File: src/rtl/ep0_reg_pkg.sv
package ep0_reg_pkg;
  localparam int REG_W  = 8;
  localparam int NFLAGS = 6;

  // flag positions equal their bit positions in the register
  localparam int F_OUT_RDY    = 0;
  localparam int F_IN_RDY     = 1;
  localparam int F_SENT_STALL = 2;
  localparam int F_DATA_END   = 3;
  localparam int F_SETUP_END  = 4;
  localparam int F_SEND_STALL = 5;

  // command-only positions
  localparam int C_ACK_OUT   = 6;
  localparam int C_ACK_SETUP = 7;

  typedef logic [NFLAGS-1:0] flag_vec_t;
endpackage

File: src/rtl/ep0_flag_cell.sv
module ep0_flag_cell (
  input  logic clk,
  input  logic rst_n,
  input  logic set_i,
  input  logic clr_i,
  output logic q_o
);
  // set has priority over clear
  always_ff @(posedge clk or negedge rst_n) begin
    if (!rst_n)     q_o <= 1'b0;
    else if (set_i) q_o <= 1'b1;
    else if (clr_i) q_o <= 1'b0;
  end
endmodule

File: src/rtl/ep0_bus_dec.sv
module ep0_bus_dec
  import ep0_reg_pkg::*;
#(
  parameter int unsigned ADDR_W    = 6,
  parameter int unsigned REG_INDEX = 'h11
) (
  input  logic [ADDR_W-1:0] addr_i,
  input  logic              wr_i,
  input  logic [REG_W-1:0]  wdata_i,
  input  flag_vec_t         flags_i,
  output flag_vec_t         sw_set_o,
  output flag_vec_t         sw_clr_o,
  output logic [REG_W-1:0]  rdata_o
);
  localparam logic [ADDR_W-1:0] IDX = REG_INDEX[ADDR_W-1:0];

  logic hit;
  logic hit_wr;
  logic unused_ro_bits;

  assign hit    = (addr_i == IDX);
  assign hit_wr = hit & wr_i;

  // writes to the read-only flag positions are dropped
  assign unused_ro_bits = ^{wdata_i[F_SETUP_END], wdata_i[F_OUT_RDY]};

  always_comb begin
    sw_set_o = '0;
    sw_clr_o = '0;
    if (hit_wr) begin
      sw_set_o[F_SEND_STALL] = wdata_i[F_SEND_STALL];
      sw_set_o[F_DATA_END]   = wdata_i[F_DATA_END];
      sw_set_o[F_IN_RDY]     = wdata_i[F_IN_RDY];
      sw_clr_o[F_SETUP_END]  = wdata_i[C_ACK_SETUP];
      sw_clr_o[F_OUT_RDY]    = wdata_i[C_ACK_OUT];
      sw_clr_o[F_SENT_STALL] = wdata_i[F_SENT_STALL];
    end
  end

  always_comb begin
    rdata_o = '0;
    if (hit) rdata_o[NFLAGS-1:0] = flags_i;
  end
endmodule

File: src/rtl/ep0_hw_events.sv
module ep0_hw_events
  import ep0_reg_pkg::*;
(
  input  logic      ev_pkt_rx_i,
  input  logic      ev_pkt_tx_i,
  input  logic      ev_in_overwrite_i,
  input  logic      ev_stall_tx_i,
  input  logic      ev_early_end_i,
  input  logic      ev_status_done_i,
  input  flag_vec_t flags_i,
  output flag_vec_t hw_set_o,
  output flag_vec_t hw_clr_o,
  output logic      irq_req_o
);
  logic in_drop;

  assign in_drop = ev_pkt_tx_i | ev_in_overwrite_i;

  always_comb begin
    hw_set_o = '0;
    hw_clr_o = '0;
    hw_set_o[F_OUT_RDY]    = ev_pkt_rx_i;
    hw_set_o[F_SENT_STALL] = ev_stall_tx_i;
    hw_set_o[F_SETUP_END]  = ev_early_end_i & ~flags_i[F_DATA_END];
    hw_clr_o[F_IN_RDY]     = in_drop;
    hw_clr_o[F_SEND_STALL] = ev_stall_tx_i;
    hw_clr_o[F_DATA_END]   = ev_status_done_i;
  end

  assign irq_req_o = hw_set_o[F_OUT_RDY] | hw_set_o[F_SETUP_END]
                   | (in_drop & flags_i[F_IN_RDY]);
endmodule

File: src/rtl/ep0_irq_gen.sv
module ep0_irq_gen (
  input  logic clk,
  input  logic rst_n,
  input  logic req_i,
  output logic irq_o
);
  always_ff @(posedge clk or negedge rst_n) begin
    if (!rst_n) irq_o <= 1'b0;
    else        irq_o <= req_i;
  end
endmodule

File: src/rtl/usb_ep0_ctl_reg.sv
module usb_ep0_ctl_reg
  import ep0_reg_pkg::*;
#(
  parameter int unsigned ADDR_W    = 6,
  parameter int unsigned REG_INDEX = 'h11
) (
  input  logic              clk,
  input  logic              rst_n,
  input  logic [ADDR_W-1:0] reg_addr,
  input  logic              reg_wr,
  input  logic [7:0]        reg_wdata,
  output logic [7:0]        reg_rdata,
  input  logic              ev_pkt_rx,
  input  logic              ev_pkt_tx,
  input  logic              ev_in_overwrite,
  input  logic              ev_stall_tx,
  input  logic              ev_early_end,
  input  logic              ev_status_done,
  output logic              irq
);
  flag_vec_t flags_q;
  flag_vec_t sw_set, sw_clr, hw_set, hw_clr;
  logic      irq_req;

  ep0_bus_dec #(.ADDR_W(ADDR_W), .REG_INDEX(REG_INDEX)) u_bus (
    .addr_i(reg_addr), .wr_i(reg_wr), .wdata_i(reg_wdata), .flags_i(flags_q),
    .sw_set_o(sw_set), .sw_clr_o(sw_clr), .rdata_o(reg_rdata)
  );

  ep0_hw_events u_hw (
    .ev_pkt_rx_i(ev_pkt_rx), .ev_pkt_tx_i(ev_pkt_tx),
    .ev_in_overwrite_i(ev_in_overwrite), .ev_stall_tx_i(ev_stall_tx),
    .ev_early_end_i(ev_early_end), .ev_status_done_i(ev_status_done),
    .flags_i(flags_q), .hw_set_o(hw_set), .hw_clr_o(hw_clr),
    .irq_req_o(irq_req)
  );

  for (genvar i = 0; i < NFLAGS; i++) begin : g_flag
    ep0_flag_cell u_cell (
      .clk(clk), .rst_n(rst_n),
      .set_i(sw_set[i] | hw_set[i]),
      .clr_i(sw_clr[i] | hw_clr[i]),
      .q_o(flags_q[i])
    );
  end

  ep0_irq_gen u_irq (.clk(clk), .rst_n(rst_n), .req_i(irq_req), .irq_o(irq));
endmodule

File: config.mk
export PLATFORM = sky130hd
export DESIGN_NAME = usb_ep0_ctl_reg
export DESIGN_NICKNAME = d
export VERILOG_FILES = /design/src/rtl/ep0_reg_pkg.sv /design/src/rtl/ep0_flag_cell.sv /design/src/rtl/ep0_bus_dec.sv /design/src/rtl/ep0_hw_events.sv /design/src/rtl/ep0_irq_gen.sv /design/src/rtl/usb_ep0_ctl_reg.sv
export SDC_FILE = /design/constraint.sdc
export NUM_CORES = 1
export LEC_CHECK = 0
export ABC_AREA = 1
export BUFFER_PORTS_ARGS = -buffer_cell sky130_fd_sc_hd__buf_2
export CAP_MARGIN = 20
export CORE_MARGIN = 8
export CORE_UTILIZATION = 49
export DETAILED_ROUTE_END_ITERATION = 6
export HOLD_SLACK_MARGIN = 0.03
export PLACE_DENSITY_LB_ADDON = 0.12
export SLEW_MARGIN = 20
export SYNTH_ARGS = -nofsm -noshare
export SYNTH_HDL_FRONTEND = slang
export SYNTH_HIERARCHICAL = 1
export SYNTH_SLANG_ARGS = --single-unit
File: constraint.sdc
create_clock -name clk -period 2.17 [get_ports clk]
set_input_delay 0.217 -clock clk [delete_from_list [all_inputs] [get_ports clk]]
set_output_delay 0.217 -clock clk [all_outputs]
set_load 0.01 [all_outputs]
==> reports/qor.txt <==
WL final: 1220 µm
Io pins: 32
GR Overflow Total: 0
Die area: 0.00297 mm²
Met3 usage: 5.43%
CTS H-tree lvls: 1
Tmin final: 1140 ps
Finished Cell Area: 821 µm²
Crit path cell chain: inv_1 > nor2_1 > buf_2
WS Path Type: reg -> out
Finish-stage setup viols: 0
Placed Area: 785 µm²
Final Cycle Share: 52.5%
First-pass GRT wire length: 2080 µm
Port Buffers: 27
Mapped Cells: 129
Clk slew on worst S/H paths: 50 ps
Die H: 54.5 µm
Multi-input logic area: 251 µm²
TritonCTS Buffers: 3
Number of global-route vias before repair: 564
RePlAce Congestion: 0.716
Setup bufs post-CTS: 0
Largest net degree at the start of global routing: 8
# fillers: 177
RR Startpoint: g_flag[3].u_cell/q_o
HPWL Detailed: 1100 µm
Max_cap viols: 0
TritonCTS clock tree: done
Seq/Total Area, Yosys: 24.1%
Initial DRC count: 3
Share of cells above drive strength 1: 22.7%
Max Slew Vio Count: 0
CP delay by family, top: flip-flops
DRC viols: 0
Reg2reg path depth: 5
Sinks on Clock Net: 7
TNS Setup: 0 ps
Status: completed
Critical Path RT: 1950 ps
Yosys Warn Count: 6
Starting density of the core: 50.0%
CP Max Fanout: 4
CP max-delay cell: dfrtp_1
Clk root buf: clkbuf_4
Initial antenna violation count: 0
Grt peak-use layer: met2
R2r setup slk: 1410 ps
Distinct cells, synth: 12
Via count: 630
RSZ-0062 raised after global routing: no
CTS Buffer Depth: 2
Leakage: 0.592 nW
Critical path launch point: g_flag[3].u_cell/q_o
Core area: 0.00145 mm²
Vias per std cell: 3.71
Syn Area/Cell: 5.64 µm²
Util after Layout: 56.5%
Worst path buffer plus inverter count: 2
Critical path data arrival time: 920 ps
Worst Setup End Kind: output port
Total power: 327 µW
Worst Setup EP: reg_rdata[3]
P per Cell Area: 399 mW/mm²
Routed len/inst: 7.15 µm
Met2 GRT Util: 17.9%
Worst clock skew: 4.61 ps
Mapped Area: 727 µm²
Nets: 178
Drt first pass iters: 3
Stages on worst setup path: 3
GRT Overall Usage: 9.46%
Crit path launch type: register
Area delta synth->final: 12.9%
Max incr delay on CP: 390 ps
Ant diodes: 0
Final hold viol count: 0
Most frequent cells in the layout: 54 x inv_1, 27 x nand2_1, 27 x buf_2, 14 x conb_1, 13 x nor2_1
Fmax: 877 MHz
Worst vdd ir: 326 µV
Most common cell after layout, fill and taps aside: inv_1
Worst skew pair latency: 250 ps
Routed Antenna Nets: 0
Register area: 175 µm²
Die X-Extent: 54.5 µm
#FFs+latches synth: 7
FF-to-FF End: g_flag[4].u_cell/q_o
Min-Delay Path Class: in -> reg
# rows: 14
GR Layer Usage met1: 8.31%
==> metal layers <==
layer  up-vias  part of all wire (%)
met5         -                     0
met4         0                  0.49
met3         2                    11
met2        17                    53
met1       258                    35
li1        353                     -
==> stage by stage <==
stage               hold slack (ps)  std cells  setup WS, ps
floorplan                     -78.6        141          1210
global placement               56.3        165          1010
detailed placement             60.0        165           966
CTS                             168        170          1020
global route                    169        170           919
finish                          170        170          1030
==> cell type report <==
type / count / area share (%)
repair buffers: 28 / 17.7
flip-flops and latches: 7 / 21.3
clock buffers: 4 / 3.20
well taps: 16 / 2.44
inverters: 54 / 24.7
multi-input cells: 61 / 30.6
==> power breakdown <==
group	leakage, nW	internal [mW]	switching [mW]
clock	0.0150	0.0702	0.0483
sequential	0.0737	0.139	0.00455
combinational	0.503	0.0301	0.0355
==> worst min-delay path, cell delays in order <==
cell and delay, ps:
buf_2 90, a21oi_2 30, nand2_1 40
==> sequential cells by signal (all words and copies together) (netlist names) <==
register           count
g_flag.u_cell/q_o      6
u_irq/irq_o            1
==> Yosys cell counts <==
| cell type | instances | area share, % |
|---|---|---|
| dfrtp_1 | 7 | 24 |
| nor2_1 | 13 | 6.7 |
| or2_1 | 1 | 0.86 |
| buf_4 | 19 | 20 |
| a21oi_2 | 1 | 1.2 |
| nand2_1 | 27 | 14 |
| nor2_2 | 2 | 1.7 |
| inv_1 | 54 | 28 |
| nand2_2 | 1 | 0.86 |
| nand3_2 | 1 | 1.4 |
| conb_1 | 2 | 1.0 |
| o21ai_0 | 1 | 0.69 |
==> logic make-up (layout without fill, tap and decap cells) <==
family          Yosys count  after routing  share of synthesized area, %
flops                     7              7                          24.1
simple gates             45             45                          25.5
compound gates            2              2                          1.89
other cells               2             14                          1.03
buf+inv                  73             86                          47.5
==> worst min-delay path by stage <==
stage	endpoint	depth (start not counted)	start	slack, ps
after floorplan	g_flag[0].u_cell/q_o	0	rst_n	-80
final	u_irq/irq_o	3	ev_pkt_rx	170
after CTS	u_irq/irq_o	3	ev_pkt_rx	170
after global routing	u_irq/irq_o	3	ev_pkt_rx	170
after global placement	g_flag[4].u_cell/q_o	1	rst_n	60
after detailed placement	g_flag[4].u_cell/q_o	1	rst_n	60
==> repair_timing <==
| item | in CTS | in global routing |
|---|---|---|
| hold buffers | 1 | 0 |
| hold endpoints to repair | 7 | 0 |
| resized for setup | 0 | 0 |
(Power assumes the default switching activity.)
